`src/rtl/mt_pkg.sv`:
```
package mt_pkg;

    typedef enum logic [1:0] {
        MODE_STOP = 2'b00,
        MODE_UP   = 2'b01,
        MODE_CONT = 2'b10,
        MODE_UPDN = 2'b11
    } mt_mode_e;

    typedef enum logic {
        DIR_UP   = 1'b0,
        DIR_DOWN = 1'b1
    } mt_dir_e;

    typedef struct packed {
        logic hit_period;
        logic wrap;
    } mt_evt_t;

    localparam int unsigned EVT_MATCH = 0;
    localparam int unsigned EVT_WRAP  = 1;
    localparam int unsigned NUM_EVT   = 2;

endpackage

```
`src/rtl/mt_period_reg.sv`:
```
module mt_period_reg #(
    parameter int unsigned WIDTH = 16,
    parameter logic [WIDTH-1:0] RST_VAL = '0
) (
    input  logic             clk,
    input  logic             rst_n,
    input  logic             wr,
    input  logic [WIDTH-1:0] wdata,
    output logic [WIDTH-1:0] period
);

    always_ff @(posedge clk or negedge rst_n) begin
        if (!rst_n) begin
            period <= RST_VAL;
        end else if (wr) begin
            period <= wdata;
        end
    end

endmodule

```
`src/rtl/mt_count_fsm.sv`:
```
module mt_count_fsm
    import mt_pkg::*;
#(
    parameter int unsigned WIDTH = 16
) (
    input  logic             clk,
    input  logic             rst_n,
    input  logic             tick_en,
    input  mt_mode_e         mode,
    input  logic [WIDTH-1:0] period,
    output logic [WIDTH-1:0] count,
    output mt_evt_t          evt
);

    localparam logic [WIDTH-1:0] FULL_SCALE = '1;
    localparam logic [WIDTH-1:0] ONE        = WIDTH'(1);
    localparam logic [WIDTH-1:0] ZERO       = '0;

    mt_dir_e          dir_q, dir_nx;
    logic [WIDTH-1:0] cnt_nx;
    logic             below_period;

    assign below_period = (count < period);

    // state register: count value and direction
    always_ff @(posedge clk or negedge rst_n) begin
        if (!rst_n) begin
            count <= ZERO;
            dir_q <= DIR_UP;
        end else begin
            count <= cnt_nx;
            dir_q <= dir_nx;
        end
    end

    // next-state and event outputs
    always_comb begin
        cnt_nx = count;
        dir_nx = dir_q;
        evt    = '0;
        if (tick_en) begin
            unique case (mode)
                MODE_STOP: begin
                    cnt_nx = count;
                end
                MODE_CONT: begin
                    dir_nx         = DIR_UP;
                    cnt_nx         = count + ONE;
                    evt.wrap       = (count == FULL_SCALE);
                    evt.hit_period = (cnt_nx == period);
                end
                MODE_UP: begin
                    dir_nx = DIR_UP;
                    if (below_period) begin
                        cnt_nx = count + ONE;
                    end else begin
                        cnt_nx = ZERO;
                    end
                    evt.wrap       = (count == period);
                    evt.hit_period = (cnt_nx == period);
                end
                MODE_UPDN: begin
                    unique case (dir_q)
                        DIR_UP: begin
                            if (below_period) begin
                                cnt_nx         = count + ONE;
                                evt.hit_period = (cnt_nx == period);
                            end else if (count == ZERO) begin
                                cnt_nx   = ZERO;
                                evt.wrap = 1'b1;
                            end else begin
                                dir_nx = DIR_DOWN;
                                cnt_nx = count - ONE;
                            end
                        end
                        DIR_DOWN: begin
                            if (count <= ONE) begin
                                cnt_nx   = ZERO;
                                dir_nx   = DIR_UP;
                                evt.wrap = 1'b1;
                            end else begin
                                cnt_nx = count - ONE;
                            end
                        end
                    endcase
                end
            endcase
        end
    end

endmodule

```
`src/rtl/mt_flag_cell.sv`:
```
module mt_flag_cell (
    input  logic clk,
    input  logic rst_n,
    input  logic set,
    input  logic clr,
    input  logic en,
    output logic flag,
    output logic req
);

    always_ff @(posedge clk or negedge rst_n) begin
        if (!rst_n) begin
            flag <= 1'b0;
        end else begin
            flag <= set | (flag & ~clr);
        end
    end

    assign req = flag & en;

endmodule

```
`src/rtl/mode_timer16.sv`:
```
module mode_timer16
    import mt_pkg::*;
#(
    parameter int unsigned WIDTH = 16,
    parameter logic [WIDTH-1:0] PERIOD_RST = '0
) (
    input  logic             clk,
    input  logic             rst_n,
    input  logic             tick_en,
    input  logic [1:0]       mode,
    input  logic             period_wr,
    input  logic [WIDTH-1:0] period_wdata,
    input  logic             clr_match,
    input  logic             clr_wrap,
    input  logic             match_ie,
    input  logic             wrap_ie,
    output logic [WIDTH-1:0] count,
    output logic             match_flag,
    output logic             wrap_flag,
    output logic             irq
);

    mt_mode_e         mode_e;
    logic [WIDTH-1:0] period_q;
    mt_evt_t          evt;
    logic [NUM_EVT-1:0] set_v, clr_v, en_v, flag_v, req_v;

    assign mode_e = mt_mode_e'(mode);

    mt_period_reg #(.WIDTH(WIDTH), .RST_VAL(PERIOD_RST)) u_period (
        .clk    (clk),
        .rst_n  (rst_n),
        .wr     (period_wr),
        .wdata  (period_wdata),
        .period (period_q)
    );

    mt_count_fsm #(.WIDTH(WIDTH)) u_count (
        .clk     (clk),
        .rst_n   (rst_n),
        .tick_en (tick_en),
        .mode    (mode_e),
        .period  (period_q),
        .count   (count),
        .evt     (evt)
    );

    assign set_v[EVT_MATCH] = evt.hit_period;
    assign set_v[EVT_WRAP]  = evt.wrap;
    assign clr_v[EVT_MATCH] = clr_match;
    assign clr_v[EVT_WRAP]  = clr_wrap;
    assign en_v[EVT_MATCH]  = match_ie;
    assign en_v[EVT_WRAP]   = wrap_ie;

    for (genvar g = 0; g < NUM_EVT; g++) begin : g_flag
        mt_flag_cell u_flag (
            .clk   (clk),
            .rst_n (rst_n),
            .set   (set_v[g]),
            .clr   (clr_v[g]),
            .en    (en_v[g]),
            .flag  (flag_v[g]),
            .req   (req_v[g])
        );
    end

    assign match_flag = flag_v[EVT_MATCH];
    assign wrap_flag  = flag_v[EVT_WRAP];
    assign irq        = |req_v;

endmodule

```
`config.mk`:
```
export PLATFORM = sky130hd
export DESIGN_NAME = mode_timer16
export DESIGN_NICKNAME = d
export VERILOG_FILES = /design/src/rtl/mt_pkg.sv /design/src/rtl/mt_period_reg.sv /design/src/rtl/mt_count_fsm.sv /design/src/rtl/mt_flag_cell.sv /design/src/rtl/mode_timer16.sv
export SDC_FILE = /design/constraint.sdc
export NUM_CORES = 1
export LEC_CHECK = 0
export ABC_AREA = 1
export BUFFER_PORTS_ARGS = -buffer_cell sky130_fd_sc_hd__buf_4
export CORE_AREA = 5 5 70 103
export CTS_CLUSTER_DIAMETER = 50
export DETAILED_ROUTE_END_ITERATION = 10
export DIE_AREA = 0 0 75 108
export GPL_ROUTABILITY_DRIVEN = 0
export PLACE_DENSITY_LB_ADDON = 0.25
export SLEW_MARGIN = 20
export SYNTH_ARGS = -nofsm -noshare
export SYNTH_HDL_FRONTEND = slang
export SYNTH_HIERARCHICAL = 1
export SYNTH_SLANG_ARGS = --single-unit
```
`constraint.sdc`:
```
create_clock -name clk -period 3.2 [get_ports clk]
set_input_delay 0.64 -clock clk [delete_from_list [all_inputs] [get_ports clk]]
set_output_delay 0.64 -clock clk [all_outputs]
set_load 0.005 [all_outputs]
```
Word level (Yosys, flattened, before mapping)
Index checks and enable logic that the tools add are counted.
{"block": "word_totals", "regBits": 35, "in_bits": 26, "output_inout_bits": 19, "word_cells": 54}
{"block": "classes", "addsub": 2, "magnitude_cmp": 2, "eq_ne": 7, "mux": 21, "n_bitwise": 10, "reduce_logical": 7}
{"cell": "$mux 16", "count": 6}
{"cell": "$eq 16x16->1", "count": 3}
{"cell": "$pmux 16 s3", "count": 1}
{"cell": "$pmux 16 s2", "count": 1}
{"cell": "$add 16x1->16 const B", "count": 1}
{"cell": "$eq 16x16->1 const B", "count": 1}
{"cell": "$le 16x1->1 const B", "count": 1}
{"cell": "$logic_not 16->1", "count": 1}
{"cell": "$lt 16x16->1", "count": 1}
{"cell": "$sub 16x1->16 const B", "count": 1}
{"cell": "$mux 1", "count": 8}
{"cell": "$pmux 1 s2", "count": 3}
{"cell": "$pmux 2 s3", "count": 1}
{"cell": "$and 1x1->1", "count": 4}
{"cell": "$eq 2x2->1 const B", "count": 2}
{"cell": "$not 1->1", "count": 4}
{"cell": "$reduce_and 2->1", "count": 2}
{"cell": "$reduce_or 2->1", "count": 2}
{"cell": "$eq 2x1->1 const B", "count": 1}
{"cell": "$logic_not 2->1", "count": 1}
{"cell": "$mux 2", "count": 1}
{"cell": "$or 1x1->1", "count": 2}
{"cell": "$reduce_bool 2->1", "count": 1}

Longest topological paths before layout
{"block": "logic_depth", "word_depth": 8, "depth_mapped": 21, "ltp_nobuf": 21}

Hierarchy
The synthesis kept the hierarchy.
{"mod": "mt_count_fsm", "n_inst": 1, "cells_per_inst": 423, "area_per_inst_um2": 2537.4, "seq_area_each_um2": 425.4}
{"mod": "mt_period_reg", "n_inst": 1, "cells_per_inst": 68, "area_per_inst_um2": 644.4, "seq_area_each_um2": 400.4}
{"mod": "mt_flag_cell", "n_inst": 2, "cells_per_inst": 7, "area_per_inst_um2": 47.5, "seq_area_each_um2": 25.0}
{"mod": "mode_timer16", "n_inst": 1, "cells_per_inst": 3, "area_per_inst_um2": 11.3, "seq_area_each_um2": 0.0}

Worst setup path before layout
Ideal clock, no wire load.
{"block": "synth_path", "path_type": "register -> register", "from": "register u_count.count[3]", "to": "register g_flag[0].u_flag.flag", "arrival_time_ps": 2029, "required_ps": 3135, "path_slack_ps": 1106, "path_stages_with_launch": 20, "synth_period_minus_slack_ps": 2094, "path_cell_list": "dfrtp_1 > ha_1 > nand2_1 > inv_1 > nand2_1 > nand2_1 > nand2_1 > nand2_1 > nand2_1 > buf_2 > nand3_1 > nand2_1 > nand2_1 > nor2_1 > nand2_1 > nor2_1 > nand2_1 > a21oi_2 > inv_1 > nand2_1"}
{"element": "start, declared", "line_no": "mt_count_fsm.sv:11", "source": "output logic [WIDTH-1:0] count,"}
{"element": "start signal, assigned", "line_no": "mt_count_fsm.sv:31", "source": "count <= cnt_nx;"}
{"element": "end signal, assigned", "line_no": "mt_flag_cell.sv:15", "source": "flag <= set | (flag & ~clr);"}
{"element": "end, declared", "line_no": "mt_flag_cell.sv:7", "source": "output logic flag,"}

Worst setup path after layout
{"block": "layout_path", "from": "register u_count.count[3]", "to": "register u_count.count[6]"}
{"block": "layout_between", "elab_chain_len": 5}
{"element": "$sub 16x1->16, or another cell as far along", "line_no": "mt_count_fsm.sv:73, mt_count_fsm.sv:82"}
{"element": "$mux 16, on equally long branches", "line_no": "mt_count_fsm.sv:68, mt_count_fsm.sv:54"}
{"element": "$mux 16, on equally long branches", "line_no": "mt_count_fsm.sv:65, mt_count_fsm.sv:42"}
{"element": "$pmux 16 s2 / $mux 16 (equally long branches)", "line_no": "mt_count_fsm.sv:63, mt_count_fsm.sv:41"}
{"element": "$pmux 16 s3 *", "line_no": "mt_count_fsm.sv:42", "source": "unique case (mode)"}
Every way passes the cells marked *; elsewhere a longest branch is shown, timed or not. The select of a mux whose other input is x is not followed.
A chain may end at the register's enable or synchronous reset.

==> flow_metrics.env <==
export IMPL_status="completed"
export IMPL_worstMarginPinSlew_ns=0.685
export IMPL_endpoint="u_count/count[6]"
export IMPL_clk_pin_slew_ns=0.08
export IMPL_crit_chain="ha_1 > nand2_1 > inv_1 > nand2_1 > nand2_1 > nand2_1 > nand2_1 > nand2_1 > nand2_2 > o21ai_2 > inv_1 > o21ai_0 > a21oi_1 > a21oi_1"
export IMPL_cts_sinks=35
export IMPL_numCtsBuffers=5
export IMPL_dieHeight_um=108
export IMPL_synth_cells=508
export IMPL_fin_nets=604
export IMPL_netlist_area_leader_share=0.266
export IMPL_muxShareOfSynthArea=0
export IMPL_tns_ns=0
export IMPL_cpLargestDelayFamily="simple AND/OR/NAND/NOR gates"
export IMPL_clkLatencyLatePin_ns=0.29
export IMPL_crit_slowest_cell="dfrtp_1"
export IMPL_dieArea_um2=8100
export IMPL_ys_warn_count=6
export IMPL_syn_num_nets=554
export IMPL_maxCapViolCount=0
export IMPL_synthArstFlopShare=1.00
export IMPL_reg2regPathDepth=14
export IMPL_yosys_area_share_simple=0.382
export IMPL_crit_start="u_count/count[3]"
export IMPL_hpwl_mm=8.20
export IMPL_antenna_found_initial=0
export IMPL_fp_dieW_um=75
export IMPL_synthToLayoutAreaGrowth_pct=15.6
export IMPL_slew_violations=0
export IMPL_fill_cells=574
export IMPL_post_cts_resized=0
export IMPL_place_ws_ns=0.337
export IMPL_worstSetupEndpointType="register"
export IMPL_setup_viol=0
export IMPL_core_um2=6170
export IMPL_synth_seq_cells=35
export IMPL_grt_ovfl_total=0
export IMPL_num_vias=3669
export IMPL_final_cells=633
export IMPL_ys_seq_area_frac=0.266
export IMPL_crit_fanout=14
export IMPL_tritoncts="yes"
export IMPL_rrSetupSlack_ns=0.21
export IMPL_slew_headroom=0.532
export IMPL_drtAntennaViolNets=0
export IMPL_cp_start_kind="register"
export IMPL_finalCritPeriodShare=0.936
export IMPL_grt_usage=0.271
export IMPL_postCtsHoldBufs=0
export IMPL_cts_setup_buffers=0
export IMPL_ir_worst_vdd_mv=0.384
export IMPL_firstDrtPassIters=7
export IMPL_crit_cells=14
export IMPL_drtIter0Drc=392
export IMPL_ys_flop_type="dfrtp_1"
export IMPL_synthTopCellsByArea="dfrtp_1 27%, nand2_1 19%, ha_1 7.6%"
export IMPL_root_buffer="clkbuf_8"
export IMPL_synth_xor_area_frac=0.0559
export IMPL_hp_class="in2async"
export IMPL_synth_compound_area_frac=0.120
export IMPL_worstPathRequired_ns=3.41
export IMPL_r2r_start="u_count/count[3]"
export IMPL_avgRoutedWirePerCell_um=16.4
export IMPL_grt_pass1_wl_mm=16.9
export IMPL_yosys_cell_types_count=38
export IMPL_grt_pass1_vias=3603
export IMPL_rsz0062_at_grt="no"
export IMPL_avgSynthCellArea_um2=6.47
export IMPL_syn_area_um2=3290
export IMPL_fmax_ghz=0.334
export IMPL_ios=45
export IMPL_arrival_ns=3.20
export IMPL_hold_ws_ns=0.304
export IMPL_cellLeakagePower_nw=2.00
export IMPL_grt_max_degree=36
export IMPL_r2r_end="u_count/count[6]"
export IMPL_final_hold_viol_count=0
export IMPL_num_rows=35
export IMPL_via_per_inst=5.80
export IMPL_power_density_nw_per_um2=622
export IMPL_cp_buffers_inverters=2
export IMPL_critical_path_class="reg2reg"
export IMPL_antenna_cells=0
export IMPL_cts_path_max_buffers=2
export IMPL_min_period_ns=2.99
export IMPL_finalWorstSetupSlack_ns=0.206
export IMPL_drive_above_1_share=0.163
export IMPL_place_inst=625
export IMPL_start_util=0.533
export IMPL_synthAdderAreaFrac=0.0761
export IMPL_io_buffers=44
export IMPL_synth_edf_count=0
export IMPL_drc_errors=0
export IMPL_h_tree_depth=2
export IMPL_crit_top_cell="nand2_1"
export IMPL_finalClockSkew_ns=0.00730
export IMPL_cpPeakStageDelay_ns=0.51
export IMPL_wl_mm=10.4
export IMPL_synth_top_family_by_area="simple AND/OR/NAND/NOR gates"
export IMPL_synth_area_leader_cell="dfrtp_1"
[layout make-up]
type | count | area (um2) | area share
inverter | 64 | 245 | 0.0645
tap | 74 | 92.6 | 0.0244
timing repair buffer | 54 | 405 | 0.107
sequential | 35 | 876 | 0.230
multi-input combinational | 398 | 2080 | 0.548
clock buffer | 8 | 100 | 0.0263
[Yosys cell counts (2+ instances only)]
cell type / count
a21oi_1: 30
buf_2: 3
buf_6: 3
clkbuf_1: 4
dfrtp_1: 35
ha_1: 20
inv_1: 59
inv_2: 3
nand2_1: 166
nand2_2: 8
nand3_1: 34
nand3_2: 2
nand4_1: 11
nor2_1: 46
nor2_2: 6
nor2_4: 3
nor3_1: 6
nor3_2: 2
o211ai_1: 2
o21ai_0: 19
o21ai_1: 8
o21ai_2: 2
o22ai_1: 2
xnor2_1: 2
xor2_1: 19
[worst reg2reg max path: cells and delay by family (launching register included)]
family / cells / cell delay, ns
DFF: 1 / 0.51
and+or+nand+nor: 7 / 0.87
AOI/OAI and AO/OA: 4 / 0.87
buffers and inverters: 2 / 0.30
adders and majority gates: 1 / 0.36
[stage by stage]
step | instance area [um2] | util | total power, mW
after CTS | 3800 | 0.616 | 2.34
after detailed placement | 3700 | 0.600 | 1.97
after global routing | 3800 | 0.616 | 2.56
after global placement | 3700 | 0.600 | 1.95
final | 3800 | 0.616 | 2.36
after floorplan | 3290 | - | 1.51
[where the power goes]
part	switching (mW)	internal, mW	total [mW]
clock network	0.161	0.197	0.357
registers	0.144	0.521	0.665
logic	0.852	0.490	1.34
[logic make-up (layout without fill, tap and decap cells)]
group | after synthesis | in the layout
buf+inv | 75 | 126
compound gates | 71 | 71
fa+ha+maj | 20 | 20
simple gates | 286 | 286
xor+xnor | 21 | 21
flops | 35 | 35
[sequential cells by signal (all words and copies together) (netlist names)]
name,count
u_period/period,16
g_flag.u_flag/flag,2
u_count/dir_q,1
u_count/count,16
[worst min path at each step]
| stage | startpoint | endpoint | depth (start not counted) |
|---|---|---|---|
| 6_report | rst_n | u_count/count[9] | 1 |
| 4_1_cts | rst_n | u_count/count[9] | 1 |
| 2_1_floorplan | rst_n | g_flag[0].u_flag/flag | 0 |
| 3_3_place_gp | u_period/period[15] | u_period/period[15] | 2 |
| 3_5_place_dp | u_period/period[15] | u_period/period[15] | 2 |
| 5_1_grt | rst_n | u_count/count[9] | 1 |
[per-layer routing]
metal  vias up  GRT usage  routed length, um
met3        68     0.0307                715
met5         -          0                  0
li1       1730          -                  -
met2       205      0.457               5000
met4         0      0.202                869
met1      1666      0.302               3790
[cell usage in the layout, fill, tap and decap left out, drive strengths merged]
cell	count
a21o	1
a2111oi	1
clkinv	1
nor2	55
a31oi	1
a21oi	31
xor2	19
nand2	175
nor3	8
ha	20
xnor2	2
o31ai	1
buf	54
inv	63
nand3	37
o2111ai	1
o211ai	2
nand4	11
a22oi	1
a32oi	1
dfrtp	35
clkbuf	8
o21ai	29
o22ai	2
No activity file was read; power rests on OpenSTA's default activity.
